File: config.mk
export PLATFORM = sky130hd
export DESIGN_NAME = wedge_detect
export DESIGN_NICKNAME = d
export VERILOG_FILES = /design/src/rtl/wedge_pkg.sv /design/src/rtl/wedge_rst_sync.sv /design/src/rtl/wedge_next_state.sv /design/src/rtl/wedge_state_reg.sv /design/src/rtl/wedge_out_decode.sv /design/src/rtl/wedge_detect.sv
export SDC_FILE = /design/constraint.sdc
export NUM_CORES = 1
export LEC_CHECK = 0
export BUFFER_PORTS_ARGS = -buffer_cell sky130_fd_sc_hd__buf_4
export CORE_AREA = 2 2 39 41
export CTS_BUF_LIST = sky130_fd_sc_hd__clkbuf_8
export DETAILED_ROUTE_END_ITERATION = 8
export DIE_AREA = 0 0 41 43
export SYNTH_ARGS = -nofsm -noshare
export SYNTH_HDL_FRONTEND = slang
export SYNTH_SLANG_ARGS = --single-unit
File: constraint.sdc
create_clock -name clk -period 1.7 [get_ports clk]
set_input_delay 0.425 -clock clk [delete_from_list [all_inputs] [get_ports clk]]
set_output_delay 0.425 -clock clk [all_outputs]
set_load 0.005 [all_outputs]
File: src/rtl/wedge_pkg.sv
package wedge_pkg;

  localparam int unsigned WD_STATE_W = 3;

  typedef enum logic [WD_STATE_W-1:0] {
    WD_IDLE   = 3'd0,
    WD_TRACK  = 3'd1,
    WD_BUMP   = 3'd2,
    WD_HOLD   = 3'd3,
    WD_ESCAPE = 3'd4
  } wd_state_e;

  typedef struct packed {
    logic valid;
    logic tstart;
    logic clr;
    logic en;
  } wd_out_t;

endpackage

File: src/rtl/wedge_rst_sync.sv
module wedge_rst_sync #(
  parameter int unsigned STAGES = 2
) (
  input  logic clk,
  input  logic rst_n,
  output logic rst_q_n
);

  logic [STAGES-1:0] chain;

  generate
    if (STAGES == 1) begin : g_one
      always_ff @(posedge clk or negedge rst_n) begin
        if (!rst_n) begin
          chain <= 1'b0;
        end else begin
          chain <= 1'b1;
        end
      end
    end else begin : g_chain
      always_ff @(posedge clk or negedge rst_n) begin
        if (!rst_n) begin
          chain <= '0;
        end else begin
          chain <= {chain[STAGES-2:0], 1'b1};
        end
      end
    end
  endgenerate

  assign rst_q_n = chain[STAGES-1];

endmodule

File: src/rtl/wedge_next_state.sv
module wedge_next_state
  import wedge_pkg::*;
(
  input  wd_state_e state_q,
  input  logic      fwd_cmd,
  input  logic      bwd_cmd,
  input  logic      upd_stb,
  input  logic      cnt_tc,
  input  logic      tmr_done,
  output wd_state_e state_d
);

  always_comb begin
    state_d = WD_IDLE;
    case (state_q)
      WD_IDLE: begin
        if (upd_stb && bwd_cmd) state_d = WD_TRACK;
        else                    state_d = WD_IDLE;
      end
      WD_TRACK: begin
        if (!upd_stb)     state_d = WD_TRACK;
        else if (fwd_cmd) state_d = WD_BUMP;
        else if (bwd_cmd) state_d = WD_TRACK;
        else              state_d = WD_IDLE;
      end
      WD_BUMP: begin
        state_d = WD_HOLD;
      end
      WD_HOLD: begin
        if (cnt_tc)       state_d = WD_ESCAPE;
        else if (!upd_stb) state_d = WD_HOLD;
        else if (bwd_cmd) state_d = WD_TRACK;
        else              state_d = WD_IDLE;
      end
      WD_ESCAPE: begin
        if (tmr_done) state_d = WD_IDLE;
        else          state_d = WD_ESCAPE;
      end
      default: begin
        state_d = WD_IDLE;
      end
    endcase
  end

endmodule

File: src/rtl/wedge_state_reg.sv
module wedge_state_reg
  import wedge_pkg::*;
(
  input  logic      clk,
  input  logic      rst_q_n,
  input  wd_state_e state_d,
  output wd_state_e state_q
);

  always_ff @(posedge clk or negedge rst_q_n) begin
    if (!rst_q_n) begin
      state_q <= WD_IDLE;
    end else begin
      state_q <= state_d;
    end
  end

endmodule

File: src/rtl/wedge_out_decode.sv
module wedge_out_decode
  import wedge_pkg::*;
(
  input  wd_state_e state_q,
  output wd_out_t   outs
);

  always_comb begin
    outs = '0;
    case (state_q)
      WD_IDLE:   outs.clr = 1'b1;
      WD_BUMP:   outs.en  = 1'b1;
      WD_ESCAPE: begin
        outs.valid  = 1'b1;
        outs.tstart = 1'b1;
      end
      default:   outs = '0;
    endcase
  end

endmodule

File: src/rtl/wedge_detect.sv
module wedge_detect
  import wedge_pkg::*;
#(
  parameter int unsigned SYNC_STAGES = 2
) (
  input  logic clk,
  input  logic rst_n,
  input  logic fwd_cmd,
  input  logic bwd_cmd,
  input  logic upd_stb,
  input  logic cnt_tc,
  input  logic tmr_done,
  output logic esc_valid,
  output logic tmr_start,
  output logic cnt_clr,
  output logic cnt_en
);

  logic      rst_q_n;
  wd_state_e state_q;
  wd_state_e state_d;
  wd_out_t   outs;

  wedge_rst_sync #(
    .STAGES(SYNC_STAGES)
  ) u_sync (
    .clk     (clk),
    .rst_n   (rst_n),
    .rst_q_n (rst_q_n)
  );

  wedge_next_state u_ns (
    .state_q  (state_q),
    .fwd_cmd  (fwd_cmd),
    .bwd_cmd  (bwd_cmd),
    .upd_stb  (upd_stb),
    .cnt_tc   (cnt_tc),
    .tmr_done (tmr_done),
    .state_d  (state_d)
  );

  wedge_state_reg u_reg (
    .clk     (clk),
    .rst_q_n (rst_q_n),
    .state_d (state_d),
    .state_q (state_q)
  );

  wedge_out_decode u_dec (
    .state_q (state_q),
    .outs    (outs)
  );

  assign esc_valid = outs.valid;
  assign tmr_start = outs.tstart;
  assign cnt_clr   = outs.clr;
  assign cnt_en    = outs.en;

endmodule

# After elaboration in Yosys (flattened, before gate mapping)
# Cells that the tools add are included.
dict set report word_totals {
  inputBits 7
  mem_count 0
  elab_cells 19
  ramBits 0
  reg_bits 5
  latch_bits 0
  mem_bits_ro 0
  output_inout_bits 4
}
dict set report classes {
  multipliers 0
  n_eq_ne 4
  bitwise_logic 0
  n_addsub 0
  mux 11
  div 0
  order_cmp 0
  shift 0
  reduce_logical 2
}
# op count
set ops {}
lappend ops {{$pmux 3 s5} 1}
lappend ops {{$mux 3} 4}
lappend ops {{$eq 3x2->1 const B} 2}
lappend ops {{$mux 1} 4}
lappend ops {{$mux 2} 2}
lappend ops {{$eq 3x1->1 const B} 1}
lappend ops {{$eq 3x3->1 const B} 1}
lappend ops {{$logic_not 3->1} 1}
lappend ops {{$logic_and 1x1->1} 1}

# Longest topological paths before layout
dict set report depth {
  word_depth 4
  depth_mapped 4
}

# Hierarchy
# A second synthesis with hierarchy kept.
dict set report unflattened {
  hier_cells 27
  area_unflattened_um2 255.2
}
# module n_inst seq_area_each_um2 cells_each area_per_inst_um2
set by_module_without_submodules {}
lappend by_module_without_submodules {wedge_next_state 1 0.0 17 98.8}
lappend by_module_without_submodules {wedge_state_reg 1 75.1 3 75.1}
lappend by_module_without_submodules {wedge_rst_sync 1 50.0 3 53.8}
lappend by_module_without_submodules {wedge_out_decode 1 0.0 4 27.5}

# Worst setup path after synthesis
# OpenSTA, ideal clock, no wires.
dict set report synth_timing {
  path_kind {reg-to-output}
  from {register u_reg.state_q[0]}
  to {output tmr_start}
  path_buffers 2
  required_time_ps 1275
  path_slack_ps 288
  t_arrival_ps 987
  path_stages_with_launch 4
  path_cell_list {dfrtp_1 > buf_2 > nor3b_1 > buf_4}
}
dict set report synth_via {
  elab_chain_cells 2
}
# item line
set synth_lines {}
lappend synth_lines {{start, declared} wedge_state_reg.sv:7} ;# output wd_state_e state_q
lappend synth_lines {{start signal, assigned} wedge_state_reg.sv:14} ;# state_q <= state_d;
lappend synth_lines {{$eq 3x3->1} wedge_out_decode.sv:10} ;# case (state_q)
lappend synth_lines {{$mux 2} wedge_out_decode.sv:10}
lappend synth_lines {{end, declared} wedge_detect.sv:14} ;# output logic tmr_start,
# No other way between the ends.

# Worst setup path after layout
dict set report layout_timing {
  from {register u_reg.state_q[0]}
  to {output esc_valid}
}
dict set report layout_via {
  elab_chain_cells 2
}
# item line
set layout_lines {}
lappend layout_lines {{$eq 3x3->1} wedge_out_decode.sv:10}
lappend layout_lines {{$mux 2} wedge_out_decode.sv:10}
lappend layout_lines {{end, declared} wedge_detect.sv:13} ;# output logic esc_valid,
# No other way between the ends.

==> impl_results.md <==
* Slowest-stage cell, CP: dfrtp_1
* Worst Setup End Kind: primary output
* DR iter-0 viols at 0
* Maximum clock rate at 624 MHz
* Startpoint Class: register
* Main synth FF type: dfrtp_1
* Clk Tree Root Cell: clkbuf_8
* Post-synth EDFFs at 0
* Syn avg cell area at 9.91 um^2
* Worst IR drop on VDD at 0.000595 V
* I/O Pins at 11
* Total Routed Length at 506 um
* Yosys warning count at 0
* Worst endpoint data arrival time at 1180 ps
* HP Class: register to asynchronous set/reset pin
* Max_cap viols at 0
* Inserted Diodes at 0
* Synthesized flop and latch total at 5
* Register area share after synthesis at 0.526
* Crit path buffers/inverters at 1
* Layout cells sized above 1 at 0.351
* Compound-Gate Fraction of Synth Area at 0.153
* Leak Pwr at 0.181 nW
* First-pass GRT wire length at 862 um
* Syn Inst Count at 24
* Post-Syn Area at 238 um^2
* Crit path from: u_reg.state_q[0]$_DFF_PN0_
* PwrDens at 1460 mW/mm^2
* Post-synthesis mux area share at 0
* Adder-Cell Fraction of Synth Area at 0
* Top-area cell type share of the netlist area at 0.526
* Req. time, crit path at 1270 ps
* Async set or reset register ratio after synthesis at 1.00
* CTS H-tree lvls at 1
* Simple-Gate Fraction of Synth Area at 0.221
* XOR/XNOR share of the synthesized area at 0
* Pre-CTS WS at 316 ps
* Setup Fix Bufs, Post-CTS at 0
* Reg clk slew, reported paths at 40 ps
* Total CTS buffers at 3
* Core Area at 0.00138 mm^2
* Area contributors post-synth: dfrtp_1 53%, a311oi_1 3.7%, nand4b_1 3.7%
* Synth cell types at 18
* GRT overflow at 0
* WL/cell at 9.55 um
* CTS tree: built
* Fin crit share at 0.942
* Outcome: finished clean
* Critical path class: register to primary output
* RSZ-0062 raised after global routing: false
* Total die area at 0.00176 mm^2
* Port bufs at 10
* Syn_nets at 31
* Clock latency on the worst-skew pair at 220 ps
* Worst Path Max Fanout at 9
* GRT Resource Usage Total at 0.0766
* Starting Density at 0.172
* GP Congestion at 0.693
* Worst path max stage delay at 450 ps
* Die H at 43 um
* Final count of negative-setup-slack endpoints at 0
* DP HPWL at 395 um
* DRT antenna net count at 0
* Synth area leader: dfrtp_1
* Crit-path leading delay family: flip-flops
* Clk_skew at 1.08 ps
* Final #Nets at 45
* Main combinational cell family by area after synthesis: simple AND/OR/NAND/NOR gates
* Fin. Hold Viols at 0
* Post-cts resize count at 0
* Clock Path Buffers at 2
* Number of global-route vias before repair at 216
* Fin. max-slew vios at 0
* FF-to-FF Start: u_reg.state_q[1]$_DFF_PN0_
* Clock Sinks at 5
* Final WS setup at 98.0 ps
* P&R area growth vs syn at 57.9%
* Die X-Extent at 41 um
* Minimum clock period at 1600 ps
* Vias at 220
* Final TNS setup at 0 ps
* Row cnt at 14
* Vias/cell at 4.15
* DRC viols at 0
* CP Cell Sequence: nor3b_1 -> buf_4
* Initial DRT Pass Iterations at 1
* Largest net degree at the start of global routing at 10
* Initial antenna violation count at 0
## repair_timing
action	in CTS	in global routing
endpoints found under the setup margin	0	0
endpoints found under the hold margin	2	0
hold buffers	1	0
## flip-flops by register name, summed over array words and instances (netlist names)
signal and flops:
u_reg.state_q 3, u_sync.chain 2
## cell usage after synthesis (all sizes together), types with 2 or more instances
cell type,number
buf,2
dfrtp,5
inv,2
nand2,2
## metal layers
metal / up-vias / GRT usage / wire (um)
met5: - / 0 / 0
met4: 0 / 0.0800 / 14
met3: 2 / 0.0209 / 44
met2: 10 / 0.113 / 237
met1: 100 / 0.0782 / 209
li1: 108 / - / -
## cell usage in the layout, fill, tap and decap left out
cell,instances
a21oi_1,1
a311oi_1,1
buf_4,10
clkbuf_8,3
conb_1,1
dfrtp_1,5
dlygate4sd3_1,1
inv_1,3
nand2_1,2
nand4b_1,1
nor2_1,1
nor2b_1,1
nor3_1,1
nor3b_1,1
o21ai_0,1
o2bb2ai_1,1
o311ai_1,1
or2b_1,1
or3_1,1
## power by group
part | switching (mW) | internal [mW]
Combinational | 0.0530 | 0.0854
Clock | 0.0592 | 0.155
Sequential | 0.0468 | 0.148
## stage by stage
stage          cells  cell area [um^2]  power, mW   util  hold WS [ps]
2_1_floorplan     24               238      0.272      -          26.5
3_3_place_gp      48               320      0.333  0.231          41.5
3_5_place_dp      48               320      0.337  0.231          45.5
4_1_cts           53               375      0.560  0.271          46.7
5_1_grt           53               375      0.587  0.271          56.2
6_report          53               375      0.547  0.271          42.8
## cells by family (layout without fill, tap and decap cells)
| kind of cell | after synthesis | count (layout) |
|---|---|---|
| flip-flops | 5 | 5 |
| AO/OA/AOI/OAI | 5 | 5 |
| other | 1 | 1 |
| buffers and inverters | 4 | 17 |
| AND/OR/NAND/NOR | 9 | 9 |
## path summary, 6_finish.rpt
check | slack (ps) | depth (start not counted) | endpoint
worst max-delay path | 100 | 2 | esc_valid
max in group asynchronous | 1100 | 2 | u_sync.chain[1]$_DFF_PN0_
worst min register to register | 40 | 0 | u_reg.state_q[0]$_DFF_PN0_
min in group clk | 350 | 0 | u_sync.chain[1]$_DFF_PN0_
worst min-delay path | 40 | 0 | u_reg.state_q[0]$_DFF_PN0_
worst max register to register | 580 | 3 | u_reg.state_q[0]$_DFF_PN0_
## final cells by class
cell class,instances,area (um^2)
Tap cell,16,20.0
Timing Repair Buffer,11,85.1
Fill cell,147,1010
Clock inverter,1,3.75
Clock buffer,3,41.3
Inverter,2,7.51
Multi-Input combinational cell,15,92.6
Sequential cell,5,125
Power figures use the tool's default switching activity.
